==> config.mk <==
export PLATFORM = sky130hd
export DESIGN_NAME = mdio_phy_status_tracker
export DESIGN_NICKNAME = d
export VERILOG_FILES = /design/src/rtl/mpst_pkg.sv /design/src/rtl/mpst_alive_vec.sv /design/src/rtl/mpst_link_vec.sv /design/src/rtl/mpst_read_port.sv /design/src/rtl/mdio_phy_status_tracker.sv
export SDC_FILE = /design/constraint.sdc
export NUM_CORES = 1
export LEC_CHECK = 0
export ABC_AREA = 1
export BUFFER_PORTS_ARGS = -buffer_cell sky130_fd_sc_hd__buf_2
export CAP_MARGIN = 25
export CORE_ASPECT_RATIO = 0.8
export CORE_MARGIN = 1.5
export CORE_UTILIZATION = 35
export DETAILED_ROUTE_END_ITERATION = 8
export HOLD_SLACK_MARGIN = 0.1
export PLACE_DENSITY_LB_ADDON = 0.3
export SYNTH_ARGS = -nofsm -noshare
export SYNTH_HDL_FRONTEND = slang
export SYNTH_SLANG_ARGS = --single-unit
==> constraint.sdc <==
create_clock -name clk -period 1.5 [get_ports clk]
set_input_delay 0.3 -clock clk [delete_from_list [all_inputs] [get_ports clk]]
set_output_delay 0.3 -clock clk [all_outputs]
set_load 0.1 [all_outputs]
==> src/rtl/mpst_pkg.sv <==
package mpst_pkg;
    localparam int unsigned MPST_NUM_PHY    = 32;
    localparam int unsigned MPST_REG_W      = 5;
    localparam int unsigned MPST_DATA_W     = 16;
    localparam int unsigned MPST_STATUS_REG = 1;
    localparam int unsigned MPST_LINK_BIT   = 2;

    typedef enum logic {
        SEL_ALIVE = 1'b0,
        SEL_LINK  = 1'b1
    } vec_sel_e;
endpackage

==> src/rtl/mpst_alive_vec.sv <==
module mpst_alive_vec #(
    parameter int unsigned NUM_PHY = 32,
    localparam int unsigned PHY_W  = $clog2(NUM_PHY)
) (
    input  logic               clk,
    input  logic               rst_n,
    input  logic               upd_i,
    input  logic [PHY_W-1:0]   upd_phy_i,
    input  logic               upd_ack_i,
    input  logic               clr_i,
    input  logic [NUM_PHY-1:0] clr_mask_i,
    output logic [NUM_PHY-1:0] alive_o
);
    typedef struct packed {
        logic [NUM_PHY-1:0] alive;
    } state_t;

    state_t s_d, s_q;

    always_comb begin
        s_d = s_q;
        if (clr_i) begin
            s_d.alive = s_q.alive & ~clr_mask_i;
        end
        // hardware result is applied last so it takes precedence
        if (upd_i) begin
            s_d.alive[upd_phy_i] = upd_ack_i;
        end
    end

    always_ff @(posedge clk) begin
        if (!rst_n) begin
            s_q <= '0;
        end else begin
            s_q <= s_d;
        end
    end

    assign alive_o = s_q.alive;

    assert_hw_update_R2: assert property (@(posedge clk) disable iff (!rst_n)
        upd_i |=> alive_o[$past(upd_phy_i)] == $past(upd_ack_i));

    assert_no_spurious_set_R2: assert property (@(posedge clk) disable iff (!rst_n)
        !upd_i |=> (alive_o & ~$past(alive_o)) == '0);

    assert_w1c_clears_R4: assert property (@(posedge clk) disable iff (!rst_n)
        (clr_i && !upd_i) |=> (alive_o & $past(clr_mask_i)) == '0);

    assert_hw_wins_R5: assert property (@(posedge clk) disable iff (!rst_n)
        (clr_i && upd_i && upd_ack_i && clr_mask_i[upd_phy_i]) |=> alive_o[$past(upd_phy_i)]);
endmodule

==> src/rtl/mpst_link_vec.sv <==
module mpst_link_vec #(
    parameter int unsigned NUM_PHY = 32,
    localparam int unsigned PHY_W  = $clog2(NUM_PHY)
) (
    input  logic               clk,
    input  logic               rst_n,
    input  logic               upd_i,
    input  logic [PHY_W-1:0]   upd_phy_i,
    input  logic               upd_ack_i,
    input  logic               upd_link_i,
    output logic [NUM_PHY-1:0] link_o
);
    typedef struct packed {
        logic [NUM_PHY-1:0] link;
    } state_t;

    state_t s_d, s_q;

    always_comb begin
        s_d = s_q;
        if (upd_i) begin
            s_d.link[upd_phy_i] = upd_ack_i & upd_link_i;
        end
    end

    always_ff @(posedge clk) begin
        if (!rst_n) begin
            s_q <= '0;
        end else begin
            s_q <= s_d;
        end
    end

    assign link_o = s_q.link;

    assert_link_needs_ack_R6: assert property (@(posedge clk) disable iff (!rst_n)
        (upd_i && !upd_ack_i) |=> !link_o[$past(upd_phy_i)]);

    assert_link_follows_flag_R6: assert property (@(posedge clk) disable iff (!rst_n)
        (upd_i && upd_ack_i) |=> link_o[$past(upd_phy_i)] == $past(upd_link_i));

    assert_link_stable_R7: assert property (@(posedge clk) disable iff (!rst_n)
        !upd_i |=> $stable(link_o));
endmodule

==> src/rtl/mpst_read_port.sv <==
module mpst_read_port
    import mpst_pkg::*;
#(
    parameter int unsigned NUM_PHY = 32
) (
    input  logic               clk,
    input  logic               rst_n,
    input  logic               rd_i,
    input  logic               sel_i,
    input  logic [NUM_PHY-1:0] alive_i,
    input  logic [NUM_PHY-1:0] link_i,
    output logic [NUM_PHY-1:0] rdata_o
);
    typedef struct packed {
        logic [NUM_PHY-1:0] rdata;
    } state_t;

    state_t s_d, s_q;

    always_comb begin
        s_d = s_q;
        if (rd_i) begin
            s_d.rdata = (sel_i == SEL_LINK) ? link_i : alive_i;
        end
    end

    always_ff @(posedge clk) begin
        if (!rst_n) begin
            s_q <= '0;
        end else begin
            s_q <= s_d;
        end
    end

    assign rdata_o = s_q.rdata;

    assert_rdata_hold_R9: assert property (@(posedge clk) disable iff (!rst_n)
        !rd_i |=> $stable(rdata_o));

    assert_rdata_link_R9: assert property (@(posedge clk) disable iff (!rst_n)
        (rd_i && sel_i) |=> rdata_o == $past(link_i));

    assert_rdata_alive_R9: assert property (@(posedge clk) disable iff (!rst_n)
        (rd_i && !sel_i) |=> rdata_o == $past(alive_i));
endmodule

==> src/rtl/mdio_phy_status_tracker.sv <==
module mdio_phy_status_tracker
    import mpst_pkg::*;
#(
    parameter int unsigned NUM_PHY    = MPST_NUM_PHY,
    parameter int unsigned REG_W      = MPST_REG_W,
    parameter int unsigned DATA_W     = MPST_DATA_W,
    parameter int unsigned STATUS_REG = MPST_STATUS_REG,
    parameter int unsigned LINK_BIT   = MPST_LINK_BIT,
    localparam int unsigned PHY_W     = $clog2(NUM_PHY)
) (
    input  logic               clk,
    input  logic               rst_n,
    input  logic               done_i,
    input  logic [PHY_W-1:0]   done_phy_i,
    input  logic [REG_W-1:0]   done_reg_i,
    input  logic               done_is_read_i,
    input  logic               done_ack_i,
    input  logic [DATA_W-1:0]  done_rdata_i,
    input  logic               sw_sel_i,
    input  logic               sw_rd_i,
    input  logic               sw_wr_i,
    input  logic [NUM_PHY-1:0] sw_wdata_i,
    output logic [NUM_PHY-1:0] sw_rdata_o
);
    localparam logic [REG_W-1:0] STATUS_ADDR = REG_W'(STATUS_REG);

    logic               ack_eff;
    logic               status_rd;
    logic               alive_clr;
    logic [NUM_PHY-1:0] alive_vec;
    logic [NUM_PHY-1:0] link_vec;
    logic               unused_rdata;

    // write transactions count as acknowledged
    assign ack_eff   = done_is_read_i ? done_ack_i : 1'b1;
    assign status_rd = done_i && done_is_read_i && (done_reg_i == STATUS_ADDR);
    assign alive_clr = sw_wr_i && (sw_sel_i == SEL_ALIVE);
    assign unused_rdata = ^done_rdata_i;

    mpst_alive_vec #(.NUM_PHY(NUM_PHY)) u_alive (
        .clk        (clk),
        .rst_n      (rst_n),
        .upd_i      (done_i),
        .upd_phy_i  (done_phy_i),
        .upd_ack_i  (ack_eff),
        .clr_i      (alive_clr),
        .clr_mask_i (sw_wdata_i),
        .alive_o    (alive_vec)
    );

    mpst_link_vec #(.NUM_PHY(NUM_PHY)) u_link (
        .clk        (clk),
        .rst_n      (rst_n),
        .upd_i      (status_rd),
        .upd_phy_i  (done_phy_i),
        .upd_ack_i  (done_ack_i),
        .upd_link_i (done_rdata_i[LINK_BIT]),
        .link_o     (link_vec)
    );

    mpst_read_port #(.NUM_PHY(NUM_PHY)) u_rport (
        .clk     (clk),
        .rst_n   (rst_n),
        .rd_i    (sw_rd_i),
        .sel_i   (sw_sel_i),
        .alive_i (alive_vec),
        .link_i  (link_vec),
        .rdata_o (sw_rdata_o)
    );

    assert_write_sets_alive_R3: assert property (@(posedge clk) disable iff (!rst_n)
        (done_i && !done_is_read_i) |=> alive_vec[$past(done_phy_i)]);

    assert_other_reg_no_link_R7: assert property (@(posedge clk) disable iff (!rst_n)
        (done_i && done_reg_i != STATUS_ADDR) |=> $stable(link_vec));

    assert_sw_write_link_ignored_R8: assert property (@(posedge clk) disable iff (!rst_n)
        (sw_wr_i && sw_sel_i && !done_i) |=> ($stable(link_vec) && $stable(alive_vec)));

    assert_reset_zero_R1: assert property (@(posedge clk)
        !rst_n |=> (alive_vec == '0 && link_vec == '0 && sw_rdata_o == '0));
endmodule

==> impl_metrics.py <==
metrics = {
    "clock_network": {
        "hold_buffers": 0,
        "clock-sinks": 96,
        "path_clk_slew_ns": 0.07,
        "clock-root-buffer": "clkbuf_16",
        "post-cts-setup-buffers": 0,
        "worstSkewPairLatency_ns": 0.35,
        "cts_tree": "done",
        "h-tree-depth": 3,
        "cts_buffers": 9,
        "cts.repair.resized": 0,
        "clockBufferDepth": 2,
    },
    "detailed_routing": {
        "initialDrtViolationCount": 280,
        "first_pass_iters": 5,
        "detail_route.wl_per_cell_um": 12.8,
        "antenna_left": 0,
        "finalWirelength_mm": 12.3,
        "via_per_inst": 4.74,
        "route.met3.wl_um": 682,
        "route.met2.wl_mm": 5.23,
        "m1WireLength_mm": 6.26,
        "num_vias": 4553,
        "drc": 0,
        "highest_layer": "met4",
    },
    "global_routing": {
        "track_usage_pct": 18.5,
        "grt_max_degree": 65,
        "grt_pass1_wl_mm": 21.0,
        "antenna_found_initial": 0,
        "grt_pass1_vias": 4387,
        "gr-total-overflow": 0,
    },
    "setup_path": {
        "crit_family": "buffers and inverters",
        "required_ns": 1.20,
        "end_kind": "primary output",
        "max_stage_delay_ns": 0.43,
        "crit_path_top_delay_cell": "buf_2",
        "cp_max_fo": 2,
        "r2r-start": "u_link.link_o[4]",
        "arrival_ns": 1.12,
        "path_cells": "buf_2",
        "path_buf_inv": 1,
        "start_kind": "register",
        "crit_start": "u_rport.rdata_o[27]",
        "path_class": "reg2out",
    },
    "sta": {
        "worstMarginPinSlew_ns": 0.566,
        "fin_skew_ns": 0.00826,
        "slew_headroom_pct": 62.2,
        "timing.final.ws_setup_ns": 0.0808,
        "fmax_mhz": 705,
        "post-route-min-period_ns": 1.42,
        "slew_violations": 0,
        "rsz0062_at_grt": "false",
        "hold_viol_final": 0,
        "setup_tns_ns": 0,
        "finalSetupViolations": 0,
        "period_share_pct": 94.6,
    },
    "placement": {
        "io_buffer_count": 82,
        "gp_congestion": 0.774,
        "hpwl_mm": 7.88,
        "pre_cts_ws_ns": 0.0798,
        "dp_cells": 946,
    },
    "yosys": {
        "synth_cell_types": 17,
        "syn_inst": 722,
        "synth-edff-count": 0,
        "synth_fp_nets": 788,
        "synth_top_area_share_pct": 41.1,
        "yosys.area.top_type": "dfxtp_1",
        "netlist_area_um2": 4680,
        "synth_area_leaders": "dfxtp_1 (41%), nand2_1 (17%), nand3_1 (12%), nor2_1 (9.2%), o211ai_1 (5.1%)",
        "ys_ff_latch": 96,
        "async_reset_ff_share_pct": 0,
        "yosysSeqAreaShare_pct": 41.1,
        "yosysWarnings": 0,
        "syn_avg_cell_area_um2": 6.48,
        "synthFlopType": "dfxtp_1",
    },
    "power_and_ir_drop": {
        "p_clk_share_pct": 39.8,
        "swShare_pct": 28.8,
        "combPwrFrac_pct": 15.1,
        "irDropWorstVdd_uv": 582,
        "seqPwrFrac_pct": 45.1,
        "p_leak_nw": 2.62,
        "p_switching_mw": 1.68,
        "powerDensity_nw_per_um2": 1040,
        "p_int_mw": 4.14,
    },
    "finish": {
        "syn2layout_area_growth_pct": 20.0,
        "area.sequential_um2": 1920,
        "final_cells": 961,
        "layout.nets": 848,
        "n_antenna_cell": 0,
        "layout-drive-gt1-share_pct": 14.9,
        "fillers": 1399,
        "multi_input_area_um2": 2350,
    },
    "floorplanning": {
        "rows": 37,
        "start_util_pct": 36.1,
        "die_h_um": 106,
        "io_pins": 98,
        "dieArea_um2": 14100,
        "fp.dieW_um": 132,
        "core_um2": 13000,
    },
    "outcome": {
        "status": "finished, final reports clean",
    },
    "flow_run": {
        "maxCapViolations": 0,
    },
    "hold_path": {
        "hold_path.class": "in2reg",
        "hold_start": "sw_wdata_i[17]",
    },
}
-- layout by cell type, fill, tap and decap left out, drive strengths merged, types with 8 or more instances in the layout --
master  instances
a21boi          8
a21oi          32
buf            97
clkbuf         12
dfxtp          96
inv            52
nand2         209
nand3         118
nand4           8
nor2          118
o211ai         32
-- registers in the layout (all words and copies together), names as in the netlist --
name             cells
u_alive.alive_o     32
u_link.link_o       32
u_rport.rdata_o     32
-- cell type report --
cell class	count	share of cell area (%)
timing repair buffer	97	11.3
sequential	96	34.2
clock buffer	12	4.39
multi-input combinational	525	41.9
tap	175	3.90
inverter	53	3.56
clock inverter	3	0.757
-- path summary, 6_finish.rpt --
check	endpoint	cells past startpoint	slack (ns)
min	u_alive.alive_o[17]	6	0.31
max	sw_rdata_o[27]	1	0.08
max reg2reg	u_rport.rdata_o[4]	4	0.72
min reg2reg	u_rport.rdata_o[13]	2	0.47
-- stage by stage --
stage          power (mW)  hold WS (ns)  cell area (um2)  util, %
2_1_floorplan        3.31         0.451             4680        -
5_1_grt              6.05         0.335             5620     43.3
3_5_place_dp         3.57         0.462             5330     41.1
6_report             5.82         0.308             5620     43.3
4_1_cts              5.88         0.307             5620     43.3
3_3_place_gp         3.56         0.460             5330     41.1
-- power groups by stage --
| stage | clock network, mW | registers (mW) | logic, mW |
|---|---|---|---|
| global placement | 0 | 2.68 | 0.880 |
| finish | 2.32 | 2.63 | 0.881 |
| detailed placement | 0 | 2.68 | 0.883 |
| global route | 2.47 | 2.63 | 0.953 |
| CTS | 2.37 | 2.62 | 0.886 |
| floorplan | 0 | 2.98 | 0.326 |
-- kinds of logic after synthesis --
logic type / count (synthesis) / share of synthesized area, %
and+or+nand+nor: 453 / 40.4
buffers and inverters: 101 / 8.71
AOI/OAI and AO/OA: 72 / 9.84
DFF: 96 / 41.1
-- synth_stat cells, types with 2 or more instances --
master,count
a21oi_1,32
nand3_1,116
dfxtp_1,96
nand2_1,209
nand4_1,8
clkbuf_1,12
buf_1,14
nor2_1,115
nor2_2,2
inv_1,51
a21boi_0,8
nand3_2,2
buf_2,22
o211ai_1,32
-- layer usage --
| layer | vias up | GRT usage (%) |
|---|---|---|
| li1 | 2441 | - |
| met1 | 2004 | 24.8 |
| met2 | 94 | 29.5 |
| met3 | 14 | 4.43 |
| met4 | 0 | 5.73 |
| met5 | - | 0 |
Note: power is estimated with default switching activity, not from simulation.
